**config.mk**
```make
export PLATFORM = sky130hd
export DESIGN_NAME = acc_core
export DESIGN_NICKNAME = d
export VERILOG_FILES = /design/src/rtl/acc_pkg.sv /design/src/rtl/acc_ram.sv /design/src/rtl/acc_seq.sv /design/src/rtl/acc_dpath.sv /design/src/rtl/acc_core.sv
export SDC_FILE = /design/constraint.sdc
export NUM_CORES = 1
export LEC_CHECK = 0
export BUFFER_PORTS_ARGS = -buffer_cell sky130_fd_sc_hd__buf_2
export CAP_MARGIN = 10
export CORE_ASPECT_RATIO = 0.75
export CORE_MARGIN = 2
export CORE_UTILIZATION = 55
export DETAILED_ROUTE_END_ITERATION = 10
export PLACE_DENSITY_LB_ADDON = 0.2
export SETUP_SLACK_MARGIN = 0.3
export SYNTH_ARGS = -nofsm -noshare
export SYNTH_HDL_FRONTEND = slang
export SYNTH_HIERARCHICAL = 1
export SYNTH_SLANG_ARGS = --single-unit
```
**constraint.sdc**
```tcl
create_clock -name clk -period 7.2 [get_ports clk]
set_input_delay 1.44 -clock clk [delete_from_list [all_inputs] [get_ports clk]]
set_output_delay 1.44 -clock clk [all_outputs]
set_load 0.02 [all_outputs]
```
**src/rtl/acc_pkg.sv**
```systemverilog
package acc_pkg;
  localparam int OPC_W = 3;

  typedef enum logic [OPC_W-1:0] {
    OP_HLT = 3'd0,
    OP_LDA = 3'd1,
    OP_STA = 3'd2,
    OP_ADD = 3'd3,
    OP_SUB = 3'd4,
    OP_BR  = 3'd5,
    OP_BRZ = 3'd6,
    OP_BRP = 3'd7
  } opc_e;

  typedef enum logic [2:0] {
    S_FADDR,
    S_FREAD,
    S_DEC,
    S_OADDR,
    S_OREAD,
    S_EXEC,
    S_HALT
  } seq_e;
endpackage

```
**src/rtl/acc_ram.sv**
```systemverilog
module acc_ram #(
  parameter int ADDR_W = 5,
  parameter int DATA_W = 8
) (
  input  logic              clk,
  input  logic              we,
  input  logic [ADDR_W-1:0] waddr,
  input  logic [DATA_W-1:0] wdata,
  input  logic [ADDR_W-1:0] raddr,
  output logic [DATA_W-1:0] rdata
);
  localparam int DEPTH = 1 << ADDR_W;

  logic [DATA_W-1:0] mem [DEPTH];

  always_ff @(posedge clk) begin
    if (we) mem[waddr] <= wdata;
    rdata <= mem[raddr];
  end
endmodule

```
**src/rtl/acc_seq.sv**
```systemverilog
module acc_seq
  import acc_pkg::*;
(
  input  logic clk,
  input  logic rst,
  input  opc_e rd_op,
  output seq_e state
);
  seq_e nxt;

  always_comb begin
    nxt = state;
    case (state)
      S_FADDR: nxt = S_FREAD;
      S_FREAD: nxt = S_DEC;
      S_DEC: begin
        case (rd_op)
          OP_HLT:                 nxt = S_HALT;
          OP_BR, OP_BRZ, OP_BRP:  nxt = S_EXEC;
          default:                nxt = S_OADDR;
        endcase
      end
      S_OADDR: nxt = S_OREAD;
      S_OREAD: nxt = S_EXEC;
      S_EXEC:  nxt = S_FADDR;
      S_HALT:  nxt = S_HALT;
      default: nxt = S_FADDR;
    endcase
  end

  always_ff @(posedge clk) begin
    if (rst) state <= S_FADDR;
    else     state <= nxt;
  end


  reset_entry_chk: assert property (@(posedge clk) rst |=> state == S_FADDR);


  halt_hold_chk: assert property (@(posedge clk) disable iff (rst)
    state == S_HALT |=> state == S_HALT);
endmodule

```
**src/rtl/acc_dpath.sv**
```systemverilog
module acc_dpath
  import acc_pkg::*;
#(
  parameter int ADDR_W = 5,
  parameter int DATA_W = 8
) (
  input  logic              clk,
  input  logic              rst,
  input  seq_e              state,
  input  logic [DATA_W-1:0] rdata,
  output opc_e              ir_op,
  output opc_e              rd_op,
  output logic [ADDR_W-1:0] pc,
  output logic [ADDR_W-1:0] mar,
  output logic [DATA_W-1:0] mdr,
  output logic [DATA_W-1:0] acc
);
  logic [DATA_W-1:0] ir;
  logic [ADDR_W-1:0] opnd;
  logic [ADDR_W-1:0] pc_inc;
  logic              acc_zero;
  logic              acc_pos;

  assign ir_op    = opc_e'(ir[DATA_W-1 -: OPC_W]);
  assign rd_op    = opc_e'(rdata[DATA_W-1 -: OPC_W]);
  assign opnd     = ir[ADDR_W-1:0];
  assign pc_inc   = pc + 1'b1;
  assign acc_zero = (acc == '0);
  assign acc_pos  = !acc_zero && !acc[DATA_W-1];

  always_ff @(posedge clk) begin
    if (rst) begin
      pc  <= '0;
      ir  <= '0;
      mar <= '0;
      mdr <= '0;
      acc <= '0;
    end else begin
      case (state)
        S_FADDR: mar <= pc;
        S_DEC: begin
          ir  <= rdata;
          mdr <= rdata;
        end
        S_OADDR: begin
          mar <= opnd;
          if (ir_op == OP_STA) mdr <= acc;
        end
        S_EXEC: begin
          case (ir_op)
            OP_LDA: begin mdr <= rdata; acc <= rdata;       pc <= pc_inc; end
            OP_ADD: begin mdr <= rdata; acc <= acc + rdata; pc <= pc_inc; end
            OP_SUB: begin mdr <= rdata; acc <= acc - rdata; pc <= pc_inc; end
            OP_BR:  pc <= opnd;
            OP_BRZ: pc <= acc_zero ? opnd : pc_inc;
            OP_BRP: pc <= acc_pos  ? opnd : pc_inc;
            default: pc <= pc_inc;
          endcase
        end
        default: ;
      endcase
    end
  end


  fetch_addr_chk: assert property (@(posedge clk) disable iff (rst)
    state == S_FADDR |=> mar == $past(pc));


  acc_exec_only_chk: assert property (@(posedge clk) disable iff (rst)
    state != S_EXEC |=> $stable(acc));


  pc_exec_only_chk: assert property (@(posedge clk) disable iff (rst)
    state != S_EXEC |=> $stable(pc));


  pc_wrap_chk: assert property (@(posedge clk) disable iff (rst)
    (state == S_EXEC && pc == '1 &&
     (ir_op == OP_LDA || ir_op == OP_STA || ir_op == OP_ADD || ir_op == OP_SUB))
    |=> pc == '0);
endmodule

```
**src/rtl/acc_core.sv**
```systemverilog
module acc_core
  import acc_pkg::*;
#(
  parameter int ADDR_W = 5,
  localparam int DATA_W = OPC_W + ADDR_W
) (
  input  logic              clk,
  input  logic              rst,
  input  logic              ld_valid,
  output logic              ld_ready,
  input  logic [ADDR_W-1:0] ld_addr,
  input  logic [DATA_W-1:0] ld_data,
  output logic              halted,
  output logic [ADDR_W-1:0] pc_dbg,
  output logic [DATA_W-1:0] acc_dbg
);
  seq_e              state;
  opc_e              ir_op;
  opc_e              rd_op;
  logic [ADDR_W-1:0] mar;
  logic [DATA_W-1:0] mdr;
  logic [DATA_W-1:0] rdata;
  logic              host_we;
  logic              core_we;
  logic              mem_we;
  logic [ADDR_W-1:0] mem_waddr;
  logic [DATA_W-1:0] mem_wdata;

  assign ld_ready  = rst;
  assign host_we   = ld_valid && ld_ready;
  assign core_we   = !rst && state == S_OREAD && ir_op == OP_STA;
  assign mem_we    = host_we || core_we;
  assign mem_waddr = host_we ? ld_addr : mar;
  assign mem_wdata = host_we ? ld_data : mdr;
  assign halted    = (state == S_HALT);

  acc_seq u_seq (
    .clk   (clk),
    .rst   (rst),
    .rd_op (rd_op),
    .state (state)
  );

  acc_dpath #(.ADDR_W(ADDR_W), .DATA_W(DATA_W)) u_dpath (
    .clk   (clk),
    .rst   (rst),
    .state (state),
    .rdata (rdata),
    .ir_op (ir_op),
    .rd_op (rd_op),
    .pc    (pc_dbg),
    .mar   (mar),
    .mdr   (mdr),
    .acc   (acc_dbg)
  );

  acc_ram #(.ADDR_W(ADDR_W), .DATA_W(DATA_W)) u_ram (
    .clk   (clk),
    .we    (mem_we),
    .waddr (mem_waddr),
    .wdata (mem_wdata),
    .raddr (mar),
    .rdata (rdata)
  );


  preload_gate_chk: assert property (@(posedge clk)
    !rst |-> !(mem_we && mem_waddr == ld_addr && host_we));


  store_state_chk: assert property (@(posedge clk) disable iff (rst)
    core_we |-> $past(state) == S_OADDR);
endmodule

```
==> flow_summary.json <==
{
  "outcome": "finished, final reports clean",
  "via_count": 6764,
  "drc": 0,
  "finalCritPeriodShare_pct": 60.1,
  "start_util_pct": 55.5,
  "startpoint_type": "primary input",
  "ant_nets": 0,
  "avgViaCountPerCell": 6.41,
  "dp_hpwl_um": 18400,
  "worst_clock_skew_ps": 10.5,
  "cts_tree": "built",
  "clock-sinks": 301,
  "crit_path_end_kind": "flip-flop",
  "synth_seq_cells": 301,
  "hold_viol_final": 0,
  "synth_nets": 741,
  "cp.required_ps": 7370,
  "post_cts_buffers": 0,
  "grt_max_degree": 67,
  "htree_levels": 1,
  "dp.cells": 1006,
  "root_buffer": "clkbuf_16",
  "hold_path_class": "flip-flop to flip-flop",
  "max_slew.worst_pin.slew_ps": 1100,
  "fin_setup_tns_ps": 0,
  "die_h_um": 135,
  "final_cell_mix": "256 x edfxtp_1, 81 x nor2_1, 80 x mux4_2",
  "die-area_sq_mm": 0.0243,
  "io_pins": 31,
  "grt_pass1_wl_um": 42100,
  "instances_no_fill": 1056,
  "yosysSeqAreaShare_pct": 67.8,
  "synthSimpleGateAreaFrac_pct": 6.12,
  "syn_area_sq_mm": 0.0127,
  "synthMuxAreaShare_pct": 18.0,
  "grt_overflow_total": 0,
  "async_flop_share_pct": 0,
  "path_max_fanout": 47,
  "die_width_um": 179,
  "drv_slew": 0,
  "cts_inserted_buffers": 29,
  "fin_crit_ps": 4320,
  "grtUsageTotal_pct": 24.0,
  "maxCapViolCount": 0,
  "synth-compound-area-share_pct": 4.17,
  "synth_fa_ha_area_share_pct": 1.05,
  "synth.distinct_cells": 61,
  "gp_congestion": 0.833,
  "timing.setup.critical_path_class": "primary input to flip-flop",
  "clock_path_buffers": 3,
  "clock.fmax_mhz": 231,
  "ir_worst_vdd_uv": 206,
  "dr.pass1.iters": 5,
  "layout_commonest_cell": "edfxtp_1",
  "synth_top_family_by_area": "multiplexers",
  "synth.avg_cell_area_sq_um": 17.7,
  "antenna_found_initial": 0,
  "clkLatencyLatePin_ps": 550,
  "syn2layout_area_growth_pct": 9.80,
  "num_rows": 48,
  "cts_resized": 0,
  "grt_pass1_vias": 6523,
  "fp.coreArea_sq_mm": 0.0228,
  "rsz0062_at_grt": "false",
  "antenna_cells": 0,
  "drt_iter0_drc": 741,
  "drive_gt1_share_pct": 25.5,
  "cts_hold_buf": 0,
  "ys.flop_type": "edfxtp_1",
  "synth_cells": 715,
  "io_buffers": 30,
  "ys_warn_count": 6,
  "crit_arrival_ps": 4490,
  "power_density_mw_per_mm2": 263,
  "reg2reg_slack_ps": 4080,
  "synth_edf_count": 256,
  "power_leakage_nw": 4.53,
  "synth-xor-area-share_pct": 0.760,
  "final_nets": 763,
  "routedWlPerCell_um": 27.0,
  "setup_viol": 0,
  "cts.clk_slew.worst_paths_ps": 60,
  "relSlewSlack_pct": 26.8,
  "routed_wl_um": 28500
}
-- report_power, final --
part           leakage (nW)  switching [mW]  total [mW]  internal, mW
clock network         0.453           0.611        1.47         0.859
registers              2.72          0.0278        1.97          1.94
logic                  1.36           0.144       0.224        0.0795
total                  4.53           0.784        3.66          2.88
-- critical path, cell delays in order --
cell	delay (ps)
buf_2	640
nand2_2	490
mux2_4	450
nand3b_1	630
nor2_1	820
-- kinds of logic after synthesis --
family,Yosys count
buffers and inverters,51
XOR/XNOR,11
flip-flops,301
AND/OR/NAND/NOR,145
multiplexers,122
adder cells (fa/ha/maj),10
AO/OA/AOI/OAI,75
-- metrics by stage --
step                      hold slack [ps]  util (%)  power, mW  setup WS [ps]  cell area (sq um)
after floorplan                       469         -       2.15           3730              12700
after global placement                485      56.9       2.22           2630              13000
after detailed placement              493      56.9       2.23           2450              13000
after CTS                             502      61.0       3.69           3000              13900
after global routing                  540      61.0       3.78           2780              13900
final                                 507      61.0       3.66           2880              13900
-- path summary, 6_finish.rpt --
check	from	to	cells after the start
setup / recovery	rst	u_ram/mem[10][1]	5
hold / removal	u_dpath/mdr[4]	u_dpath/mdr[4]	2
setup reg to reg	u_dpath/mar[1]	u_ram/mem[10][1]	3
hold reg to reg	u_dpath/mdr[4]	u_dpath/mdr[4]	2
-- final cells by class --
| class | instances | area, sq um |
|---|---|---|
| Fill cell | 1638 | 8900 |
| Sequential cell | 301 | 8590 |
| Multi-Input combinational cell | 363 | 3820 |
| Clock buffer | 38 | 811 |
| Tap cell | 300 | 375 |
| Timing Repair Buffer | 33 | 173 |
| Clock inverter | 12 | 115 |
| Inverter | 9 | 33.8 |
-- sequential cells by signal (all words and copies together), names as in the netlist --
| register | count |
|---|---|
| u_dpath/acc | 8 |
| u_dpath/ir | 8 |
| u_seq/state | 3 |
| u_ram/rdata | 8 |
| u_dpath/mdr | 8 |
| u_dpath/mar | 5 |
| u_dpath/pc | 5 |
| u_ram/mem | 256 |
-- cells in the mapped netlist, drive strengths merged, types with 4 or more instances --
cell type | count | area share [%]
nand3 | 6 | 0.24
a21oi | 19 | 0.75
mux2 | 22 | 2.2
nor4 | 4 | 0.32
dfxtp | 45 | 7.1
nand2b | 4 | 0.20
nand2 | 10 | 0.32
a211oi | 13 | 0.77
inv | 9 | 0.27
ha | 9 | 0.89
nor3 | 5 | 0.24
o21ai | 11 | 0.49
mux2i | 20 | 1.6
nor2 | 82 | 2.5
o21a | 4 | 0.24
nor2b | 4 | 0.20
edfxtp | 256 | 61
nand3b | 10 | 0.59
nor3b | 4 | 0.33
clkbuf | 13 | 0.39
mux4 | 80 | 14
o22ai | 4 | 0.20
xnor2 | 10 | 0.69
buf | 29 | 1.5
-- metal layers --
metal	global-route usage, %	share of wire (%)
met5	0	0
met4	5.91	2.1
met3	5.64	9.0
met2	34.3	44
met1	37.5	45
Power figures use the tool's default switching activity.
